--- src/rtl/rdo_cmd_pkg.sv ---
package rdo_cmd_pkg;

  localparam int NUM_DAC = 6;
  localparam int BYTE_W  = 8;
  localparam int THR_W   = 8;
  localparam int BIAS_W  = 5;
  localparam int CAL_W   = 4;

  typedef enum logic [2:0] {
    OP_GATE      = 3'b000,
    OP_RD_CLEAR  = 3'b001,
    OP_RD_KEEP   = 3'b010,
    OP_CAL_LONG  = 3'b011,
    OP_CAL_SHORT = 3'b100,
    OP_COUNT     = 3'b101,
    OP_LOAD      = 3'b110,
    OP_NONE      = 3'b111
  } op_e;

  typedef struct packed {
    logic set_gate;
    logic rd_clear;
    logic rd_keep;
    logic cal_long;
    logic cal_short;
    logic count;
    logic load;
  } cmd_hit_t;

  typedef enum logic [1:0] {
    ST_IDLE,
    ST_GATE_BYTE,
    ST_IDX_BYTE,
    ST_VAL_BYTE
  } byte_st_e;

  function automatic int dac_width(input int idx);
    case (idx)
      0, 1:    return THR_W;
      2, 3, 4: return BIAS_W;
      default: return CAL_W;
    endcase
  endfunction

  function automatic int dac_reset(input int idx);
    case (idx)
      0, 1:    return 255;
      2, 3, 4: return 16;
      default: return 0;
    endcase
  endfunction

endpackage

--- src/rtl/rdo_cmd_decode.sv ---
module rdo_cmd_decode
  import rdo_cmd_pkg::*;
#(
  parameter int ID_W = 3
) (
  input  logic            cmd_valid,
  input  logic [2:0]      cmd_op,
  input  logic [ID_W-1:0] cmd_addr,
  input  logic [ID_W-1:0] chip_id,
  input  logic            busy,
  output cmd_hit_t        hit
);

  logic accept;

  assign accept = cmd_valid && (cmd_addr == chip_id) && !busy;

  always_comb begin
    hit = '0;
    if (accept) begin
      case (op_e'(cmd_op))
        OP_GATE:      hit.set_gate  = 1'b1;
        OP_RD_CLEAR:  hit.rd_clear  = 1'b1;
        OP_RD_KEEP:   hit.rd_keep   = 1'b1;
        OP_CAL_LONG:  hit.cal_long  = 1'b1;
        OP_CAL_SHORT: hit.cal_short = 1'b1;
        OP_COUNT:     hit.count     = 1'b1;
        OP_LOAD:      hit.load      = 1'b1;
        default:      hit           = '0;
      endcase
    end
  end

endmodule

--- src/rtl/rdo_cal_pulse.sv ---
module rdo_cal_pulse #(
  parameter int LONG_CYC  = 64,
  parameter int SHORT_CYC = 8
) (
  input  logic clk,
  input  logic rst,
  input  logic start_long,
  input  logic start_short,
  output logic pulse
);

  localparam int MAX_CYC = (LONG_CYC > SHORT_CYC) ? LONG_CYC : SHORT_CYC;
  localparam int CNT_W   = $clog2(MAX_CYC + 1);

  logic [CNT_W-1:0] remain;

  always_ff @(posedge clk) begin
    if (rst) begin
      pulse  <= 1'b0;
      remain <= '0;
    end else if (start_long) begin
      pulse  <= 1'b1;
      remain <= CNT_W'(LONG_CYC - 1);
    end else if (start_short) begin
      pulse  <= 1'b1;
      remain <= CNT_W'(SHORT_CYC - 1);
    end else if (remain != '0) begin
      remain <= remain - 1'b1;
    end else begin
      pulse <= 1'b0;
    end
  end

endmodule

--- src/rtl/rdo_dac_bank.sv ---
module rdo_dac_bank
  import rdo_cmd_pkg::*;
#(
  parameter int N_REG = NUM_DAC,
  parameter int DW    = BYTE_W
) (
  input  logic                       clk,
  input  logic                       rst,
  input  logic                       wr_en,
  input  logic [2:0]                 wr_idx,
  input  logic [DW-1:0]              wr_data,
  output logic [N_REG-1:0][DW-1:0]   q
);

  for (genvar g = 0; g < N_REG; g++) begin : g_reg
    localparam int RW = dac_width(g);
    localparam int RV = dac_reset(g);
    logic [RW-1:0] r;

    always_ff @(posedge clk) begin
      if (rst) begin
        r <= RW'(RV);
      end else if (wr_en && (int'(wr_idx) == g)) begin
        r <= wr_data[RW-1:0];
      end
    end

    assign q[g] = DW'(r);
  end

endmodule

--- src/rtl/rdo_cmd_ctrl.sv ---
module rdo_cmd_ctrl
  import rdo_cmd_pkg::*;
#(
  parameter int ID_W      = 3,
  parameter int LONG_CYC  = 64,
  parameter int SHORT_CYC = 8
) (
  input  logic              clk,
  input  logic              rst,
  input  logic [ID_W-1:0]   chip_id,
  input  logic              cmd_valid,
  input  logic [2:0]        cmd_op,
  input  logic [ID_W-1:0]   cmd_addr,
  input  logic              byte_valid,
  input  logic [BYTE_W-1:0] byte_data,
  input  logic              rd_done,
  output logic              busy,
  output logic              gate_en,
  output logic              rd_clear_req,
  output logic              rd_keep_req,
  output logic              cal_pulse,
  output logic              cnt_pulse,
  output logic              bus_oe,
  output logic [THR_W-1:0]  thr_lo,
  output logic [THR_W-1:0]  thr_hi,
  output logic [BIAS_W-1:0] bias_a,
  output logic [BIAS_W-1:0] bias_b,
  output logic [BIAS_W-1:0] bias_c,
  output logic [CAL_W-1:0]  cal_amp
);

  cmd_hit_t                        hit;
  byte_st_e                        state;
  logic [2:0]                      idx_q;
  logic                            idx_ok;
  logic                            dac_we;
  logic [NUM_DAC-1:0][BYTE_W-1:0]  dac_q;

  rdo_cmd_decode #(.ID_W(ID_W)) u_decode (
    .cmd_valid (cmd_valid),
    .cmd_op    (cmd_op),
    .cmd_addr  (cmd_addr),
    .chip_id   (chip_id),
    .busy      (busy),
    .hit       (hit)
  );

  rdo_cal_pulse #(.LONG_CYC(LONG_CYC), .SHORT_CYC(SHORT_CYC)) u_cal (
    .clk         (clk),
    .rst         (rst),
    .start_long  (hit.cal_long),
    .start_short (hit.cal_short),
    .pulse       (cal_pulse)
  );

  assign busy   = cal_pulse || (state != ST_IDLE);
  assign dac_we = (state == ST_VAL_BYTE) && byte_valid && idx_ok;

  always_ff @(posedge clk) begin
    if (rst) begin
      state        <= ST_IDLE;
      gate_en      <= 1'b0;
      rd_clear_req <= 1'b0;
      rd_keep_req  <= 1'b0;
      cnt_pulse    <= 1'b0;
      bus_oe       <= 1'b0;
      idx_q        <= '0;
      idx_ok       <= 1'b0;
    end else begin
      rd_clear_req <= hit.rd_clear;
      rd_keep_req  <= hit.rd_keep;
      cnt_pulse    <= hit.count;

      if (hit.rd_clear || hit.rd_keep) begin
        bus_oe <= 1'b1;
      end else if (rd_done) begin
        bus_oe <= 1'b0;
      end

      case (state)
        ST_IDLE: begin
          if (hit.set_gate) begin
            state <= ST_GATE_BYTE;
          end else if (hit.load) begin
            state <= ST_IDX_BYTE;
          end
        end
        ST_GATE_BYTE: begin
          if (byte_valid) begin
            gate_en <= byte_data[0];
            state   <= ST_IDLE;
          end
        end
        ST_IDX_BYTE: begin
          if (byte_valid) begin
            idx_q  <= byte_data[2:0];
            idx_ok <= (int'(byte_data) < NUM_DAC);
            state  <= ST_VAL_BYTE;
          end
        end
        ST_VAL_BYTE: begin
          if (byte_valid) begin
            state <= ST_IDLE;
          end
        end
        default: state <= ST_IDLE;
      endcase
    end
  end

  rdo_dac_bank #(.N_REG(NUM_DAC), .DW(BYTE_W)) u_bank (
    .clk     (clk),
    .rst     (rst),
    .wr_en   (dac_we),
    .wr_idx  (idx_q),
    .wr_data (byte_data),
    .q       (dac_q)
  );

  assign thr_lo  = dac_q[0][THR_W-1:0];
  assign thr_hi  = dac_q[1][THR_W-1:0];
  assign bias_a  = dac_q[2][BIAS_W-1:0];
  assign bias_b  = dac_q[3][BIAS_W-1:0];
  assign bias_c  = dac_q[4][BIAS_W-1:0];
  assign cal_amp = dac_q[5][CAL_W-1:0];

endmodule

--- config.mk ---
export PLATFORM = sky130hd
export DESIGN_NAME = rdo_cmd_ctrl
export DESIGN_NICKNAME = d
export VERILOG_FILES = /design/src/rtl/rdo_cmd_pkg.sv /design/src/rtl/rdo_cmd_decode.sv /design/src/rtl/rdo_cal_pulse.sv /design/src/rtl/rdo_dac_bank.sv /design/src/rtl/rdo_cmd_ctrl.sv
export SDC_FILE = /design/constraint.sdc
export NUM_CORES = 1
export LEC_CHECK = 0
export BUFFER_PORTS_ARGS = -buffer_cell sky130_fd_sc_hd__buf_2
export CORE_MARGIN = 5
export CORE_UTILIZATION = 40
export DETAILED_ROUTE_END_ITERATION = 8
export MAX_ROUTING_LAYER = met4
export PLACE_DENSITY = 0.75
export SYNTH_ARGS = -nofsm -noshare
export SYNTH_HDL_FRONTEND = slang
export SYNTH_SLANG_ARGS = --single-unit
--- constraint.sdc ---
create_clock -name clk -period 3.2 [get_ports clk]
set_input_delay 0 -clock clk [delete_from_list [all_inputs] [get_ports clk]]
set_output_delay 0 -clock clk [all_outputs]
set_load 0.02 [all_outputs]
==> results of run 1 <==
cell families after synthesis:
family,synth area share
AND/OR/NAND/NOR,0.227
flip-flops,0.477
AO/OA/AOI/OAI,0.131
buffers and inverters,0.0431
multiplexers,0.0889
XOR/XNOR,0.0271
adder cells (fa/ha/maj),0.00552
power by group through the flow:
stage	registers [µW]	logic (µW)	clock network, µW
after global placement	753	276	0
final	741	290	450
after floorplan	746	226	0
after global routing	745	322	496
after detailed placement	754	283	0
after CTS	739	291	464
routing by layer:
metal  up-vias  routed length, µm  track usage
met2        49               2340        0.235
met4         0                 36       0.0302
met3         3                302       0.0437
met5         -                  0            -
li1        915                  -            -
met1       871               2340        0.183
critical path: stages, from the launching register on:
cell and delay, ns:
dfxtp_1 0.41, nor4b_1 0.32, nand4_1 0.38, nor4_1 0.32, dlygate4sd3_1 0.57
cells in the mapped netlist (all sizes together), types with 2 or more instances:
cell type and number:
dfxtp 54, nor4 4, or2 3, nor4b 3, o32a 2, nor3 2, a211o 19, nand4b 2
nor2 25, nand2 6, buf 5, or4 2, nand3b 3, xnor2 6, nand2b 4, o211ai 2
a21oi 11, clkbuf 12, nand4 2, nor2b 17, inv 5, or3 3, mux2i 19, nor3b 2
layout make-up:
type                       instances  share of cell area
clock inverter                     2              0.0135
tap                               72              0.0324
multi-input combinational        149               0.390
sequential                        54               0.389
inverter                           5             0.00675
timing repair buffer              71               0.142
clock buffer                       6              0.0261
cell usage in the layout (no fill, tap or decap), types with 6 or more instances in the layout:
cell type,netlist,routed
buf_2,3,63
a21oi_1,11,11
nor2_1,25,25
a211o_1,19,19
xnor2_1,6,6
nor2b_1,17,17
mux2i_1,19,19
nand2_1,6,6
dfxtp_1,54,54
dlygate4sd3_1,0,8
sequential cells by signal, summed over array words and instances (netlist names):
name,count
u_cal.pulse,1
gate_en,1
rd_clear_req,1
u_cal.remain,7
u_bank.g.r,35
cnt_pulse,1
idx_ok,1
rd_keep_req,1
state,2
idx_q,3
bus_oe,1
repair_timing:
item,in CTS,in global routing
hold buffers,8,0
resized for setup,0,0
buffers inserted,0,0
endpoints found under the hold margin,11,0
per-stage QoR:
stage	worst slack [ns]	utilization
2_1_floorplan	1.63	-
3_3_place_gp	1.39	0.471
3_5_place_dp	1.28	0.471
4_1_cts	1.14	0.505
5_1_grt	0.862	0.505
6_report	1.16	0.505
final timing paths:
path                         from              endpoint  slack [ns]  cells past startpoint
max                      state[1]             cnt_pulse        1.16                      4
min                       rd_done                bus_oe      -0.002                      3
max reg2reg              state[1]             cnt_pulse        1.16                      4
min reg2reg  u_bank.g_reg[4].r[4]  u_bank.g_reg[4].r[4]        0.47                      1
==> impl_metrics.csv, run 1 <==
group,metric,value,unit
status,outcome,"finished with violations",
status,violations,"hold timing",
cells_and_area,fin_area,2780,µm²
power_and_ir_drop,total_power,1480,µW
timing,rsz0062_at_grt,"false",
power_and_ir_drop,p_sw,394,µW
clock_tree,cts_tree,"done",
drt,viasPerCell,5.12,
grt,antenna_found_initial,0,
cells_and_area,final_nets,309,
worst_setup_path,cp-end-kind,"flop",
clock_tree,clk_pin_slew_worst_paths,0.09,ns
clock_tree,cts_max_level,2,
drt,wl_per_cell,14.0,µm
power_and_ir_drop,p_clk_frac,0.304,
die,io_pins,64,
cells_and_area,syn_to_final_growth,22.8,%
synth,synth_area_leaders,"dfxtp_1, mux2i_1, a211o_1",
synth,synth_area,2260,µm²
power_and_ir_drop,power_frac_seq,0.500,
synth,seq_area_frac_synth,0.477,
die,core,5510,µm²
clock_tree,clk_latency,0.30,ns
drt,vias,1838,
synth,synth.avg_cell_area,10.1,µm²
grt,grt_pass1_vias,1785,
cells_and_area,final_cells,359,
timing,finalCriticalPeriod,2.04,ns
power_and_ir_drop,p_int,1090,µW
drt,drt_iter0_drc,90,
clock_tree,cts_root_buf,"clkbuf_8",
synth,synth_cell_types,42,
clock_tree,ctsLongestPathBuffers,2,
timing,slew_violations,0,
timing,hold_violations,1,
synth,ys_ff_latch,54,
placement,port_buffers,63,
worst_setup_path,criticalPathCategory,"reg -> reg",
timing,slew_headroom,0.371,
power_and_ir_drop,power.leakage,0.00117,µW
drt,first_pass_iters,4,
timing,finClkSkew,0.00714,ns
power_and_ir_drop,powerDensity,532,nW/µm²
grt,grt_use_total,0.147,
grt,grt_overflow,0,
synth,synth_top_cell_by_area,"dfxtp_1",
worst_setup_path,required,3.45,ns
drt,drtAntennaViolNets,0,
clock_tree,cts_buffers,5,
power_and_ir_drop,vdd_drop_max,0.228,mV
die,die_h,85.2,µm
worst_setup_path,critPathMaxFanout,11,
timing,max_clock_freq,490,MHz
synth,synth_edf_count,0,
synth,synthFlopType,"dfxtp_1",
timing,fin_crit_sh,0.638,
cells_and_area,drive_gt1_frac,0.268,
die,die_w,85.2,µm
synth,synth_top_area_share,0.477,
cells_and_area,nFillCells,533,
job,maxCapViolations,0,
drt,routed_wl,5.02,mm
placement,dp_hpwl,3.56,mm
grt,grt_max_degree,55,
synth,syn_nets,248,
clock_tree,cts.sinks,54,
grt,grt_first_pass_wirelength,8.40,mm
placement,gp_congestion,0.721,
worst_setup_path,crit_path_start_kind,"flop",
cells_and_area,n_antenna_cell,0,
cells_and_area,multi_input_area,1090,µm²
timing,setup_viol,0,
hold_path,worstHoldPathType,"in -> reg",
die,num_rows,27,
placement,dp_cells,343,
timing,fin_hold_ws,-0.00180,ns
synth,async_reset_ff_frac,0,
timing,timing_worst_slew_pin_value,0.943,ns
timing,fin_tns_setup,0,ns
synth,ys_warn_count,0,
power_and_ir_drop,combPwrFrac,0.196,
die,initial_utilization,0.411,
die,die_area,7270,µm²
cells_and_area,register_area,1080,µm²
placement,post_dp_cell_area,2590,µm²
worst_setup_path,cp.arrival,2.29,ns
synth,synthCells,225,
drt,drc,0,
power_and_ir_drop,swShare,0.266,
No activity file was read; power rests on OpenSTA's default activity.
==> run 2, diff against run 1 <==
--- a/config.mk
+++ b/config.mk
@@ -10,7 +10,7 @@
 export CORE_UTILIZATION = 40
 export DETAILED_ROUTE_END_ITERATION = 8
 export MAX_ROUTING_LAYER = met4
-export PLACE_DENSITY = 0.75
+export PLACE_DENSITY = 0.77
 export SYNTH_ARGS = -nofsm -noshare
 export SYNTH_HDL_FRONTEND = slang
 export SYNTH_SLANG_ARGS = --single-unit
==> constraint.sdc (replaced) <==
create_clock -name clk -period 1.7 [get_ports clk]
set_input_delay 0 -clock clk [delete_from_list [all_inputs] [get_ports clk]]
set_output_delay 0 -clock clk [all_outputs]
set_load 0.02 [all_outputs]
==> run 2 against run 1 <==
  * The flow now finishes without violations
  * Total power is 81% higher
  * Count of clock-buffer cells in the layout down 1
  * Critical path depth grew 1
  * Non-clock buffer count increased by 12
  * Critical path type unchanged
  * Critical endpoint is now u_bank.g_reg[1].r[7]
  * Largest cell class unchanged
  * Largest power group unchanged
==> impl_metrics.csv, run 2 (synthesis gave the netlist of run 1 again) <==
group,metric,value,unit
status,outcome,"complete, no violations",
timing,slew_headroom,0.645,
drt,vias,1837,
worst_setup_path,crit_path_start_kind,"flop",
cells_and_area,fin_util,0.521,
clock_tree,cts_root_buf,"clkbuf_8",
timing,finalCriticalPeriod,1.60,ns
power_and_ir_drop,power_frac_seq,0.520,
clock_tree,clk_latency,0.30,ns
grt,grt_use_met2,0.253,
timing,finClkSkew,0.00517,ns
cells_and_area,top_regs,"u_bank.g.r x35, u_cal.remain x7, idx_q x3",
worst_setup_path,timing.critical_path.buf_inv,1,
power_and_ir_drop,p_sw,752,µW
worst_setup_path,slowest_stage,"dfxtp_1",
drt,drt_iter0_drc,73,
cells_and_area,multi_input_area,1100,µm²
power_and_ir_drop,combPwrFrac,0.221,
grt,grt_first_pass_wirelength,9.08,mm
worst_setup_path,crit_chain,"nand4_4 > nor4b_4 > buf_12 > nor2b_1 > a211o_1",
placement,port_buffers,63,
clock_tree,clk_pin_slew_worst_paths,0.10,ns
power_and_ir_drop,powerDensity,933,nW/µm²
drt,routed_wl,5.27,mm
clock_tree,cts_buffers,5,
cells_and_area,n_antenna_cell,0,
power_and_ir_drop,p_clk_frac,0.259,
cells_and_area,syn_to_final_growth,26.7,%
worst_setup_path,cp-end-kind,"flop",
worst_setup_path,cp.arrival,1.79,ns
timing,timing_worst_slew_pin_value,0.533,ns
grt,grt_pass1_vias,1858,
grt,grt_max_degree,54,
grt,use_met1,0.197,
grt,grt.busiest_layer,"met2",
cells_and_area,nFillCells,518,
placement,dp_cells,353,
power_and_ir_drop,total_power,2680,µW
worst_setup_path,cp_top_family,"simple AND/OR/NAND/NOR gates",
job,maxCapViolations,0,
timing,slew_violations,0,
cells_and_area,mostFrequentLayoutCell,"buf_2",
clock_tree,cts.sinks,54,
power_and_ir_drop,vdd_drop_max,0.571,mV
grt,grtUsageMet3,0.0369,
cells_and_area,regMostFlops,"u_bank.g.r",
timing,fin_crit_sh,0.943,
timing,setup_viol,0,
drt,drc,0,
drt,wl_per_cell,14.2,µm
placement,dp_hpwl,3.66,mm
clock_tree,cts_max_level,2,
die,die_area,7270,µm²
worst_setup_path,critPathMaxFanout,16,
timing,fin_tns_setup,0,ns
die,die_w,85.2,µm
grt,antenna_found_initial,0,
die,num_rows,27,
placement,gp_congestion,0.775,
cells_and_area,register_area,1080,µm²
hold_path,worstHoldPathType,"in -> reg",
clock_tree,ctsLongestPathBuffers,2,
worst_setup_path,critical_path.max_stage_delay,0.48,ns
die,die_h,85.2,µm
grt,grt_overflow,0,
power_and_ir_drop,power.leakage,0.00123,µW
timing,hold_violations,0,
power_and_ir_drop,p_int,1930,µW
cells_and_area,drive_gt1_frac,0.302,
timing,rsz0062_at_grt,"false",
cells_and_area,final_cell_mix,"buf_2, dfxtp_1, nor2_1, a211o_1, mux2i_1",
grt,grt_use_total,0.156,
drt,viasPerCell,4.96,
worst_setup_path,required,1.89,ns
drt,first_pass_iters,4,
worst_setup_path,criticalPathCategory,"reg -> reg",
power_and_ir_drop,swShare,0.281,
drt,drtAntennaViolNets,0,
clock_tree,cts_tree,"done",
timing,max_clock_freq,624,MHz
cells_and_area,final_cells,370,
die,core,5510,µm²
cells_and_area,final_nets,321,
die,io_pins,64,
die,initial_utilization,0.411,
cells_and_area,largest_reg_flops,35,
[run 2: cell type report]
class,instances,area share
multi-input cells,149,0.382
flip-flops and latches,54,0.377
repair buffers,83,0.174
well taps,72,0.0314
clock buffers,5,0.0240
inverters,5,0.00654
clock inverters,2,0.00480
[run 2: power by group through the flow]
| stage | Combinational, µW | Clock, µW | Sequential [µW] |
|---|---|---|---|
| after global routing | 671 | 770 | 1410 |
| after floorplan | 426 | 0 | 1400 |
| final | 591 | 695 | 1390 |
| after CTS | 587 | 720 | 1390 |
| after global placement | 545 | 0 | 1410 |
| after detailed placement | 564 | 0 | 1420 |
[run 2: final timing paths]
| kind | slack [ns] | end | depth (start not counted) | startpoint |
|---|---|---|---|---|
| max | 0.1 | u_bank.g_reg[1].r[7] | 5 | state[0] |
| min reg2reg | 0.48 | gate_en | 2 | gate_en |
| max reg2reg | 0.1 | u_bank.g_reg[1].r[7] | 5 | state[0] |
| min | 0.01 | rd_keep_req | 3 | rst |
[run 2: metrics by stage]
step	worst slack, ns	area [µm²]	hold slack (ns)
after floorplan	0.134	2260	0.0755
after global placement	0.0584	2680	0.241
after detailed placement	0.0483	2680	0.245
after CTS	0.0378	2850	0.00672
after global routing	0.0209	2870	0.0293
final	0.0976	2870	0.0140
[run 2: per-layer routing]
metal / vias up / share of wire
li1: 934 / -
met1: 857 / 0.46
met2: 44 / 0.48
met3: 2 / 0.048
met4: 0 / 0.0063
met5: - / 0
[run 2: worst register-to-register path, delay by kind of cell, from the launching register on]
family                 cells  cell delay (ns)
AO/OA/AOI/OAI              1             0.26
buffers and inverters      1             0.18
flip-flops                 1             0.48
AND/OR/NAND/NOR            3             0.57
[run 2: what timing repair did]
action                                  4_1_cts  5_1_grt
gates resized for setup                       0        2
hold buffers                                  9        0
endpoints found under the hold margin        13        0
setup buffers                                 0        1
endpoints found under the setup margin        0       10
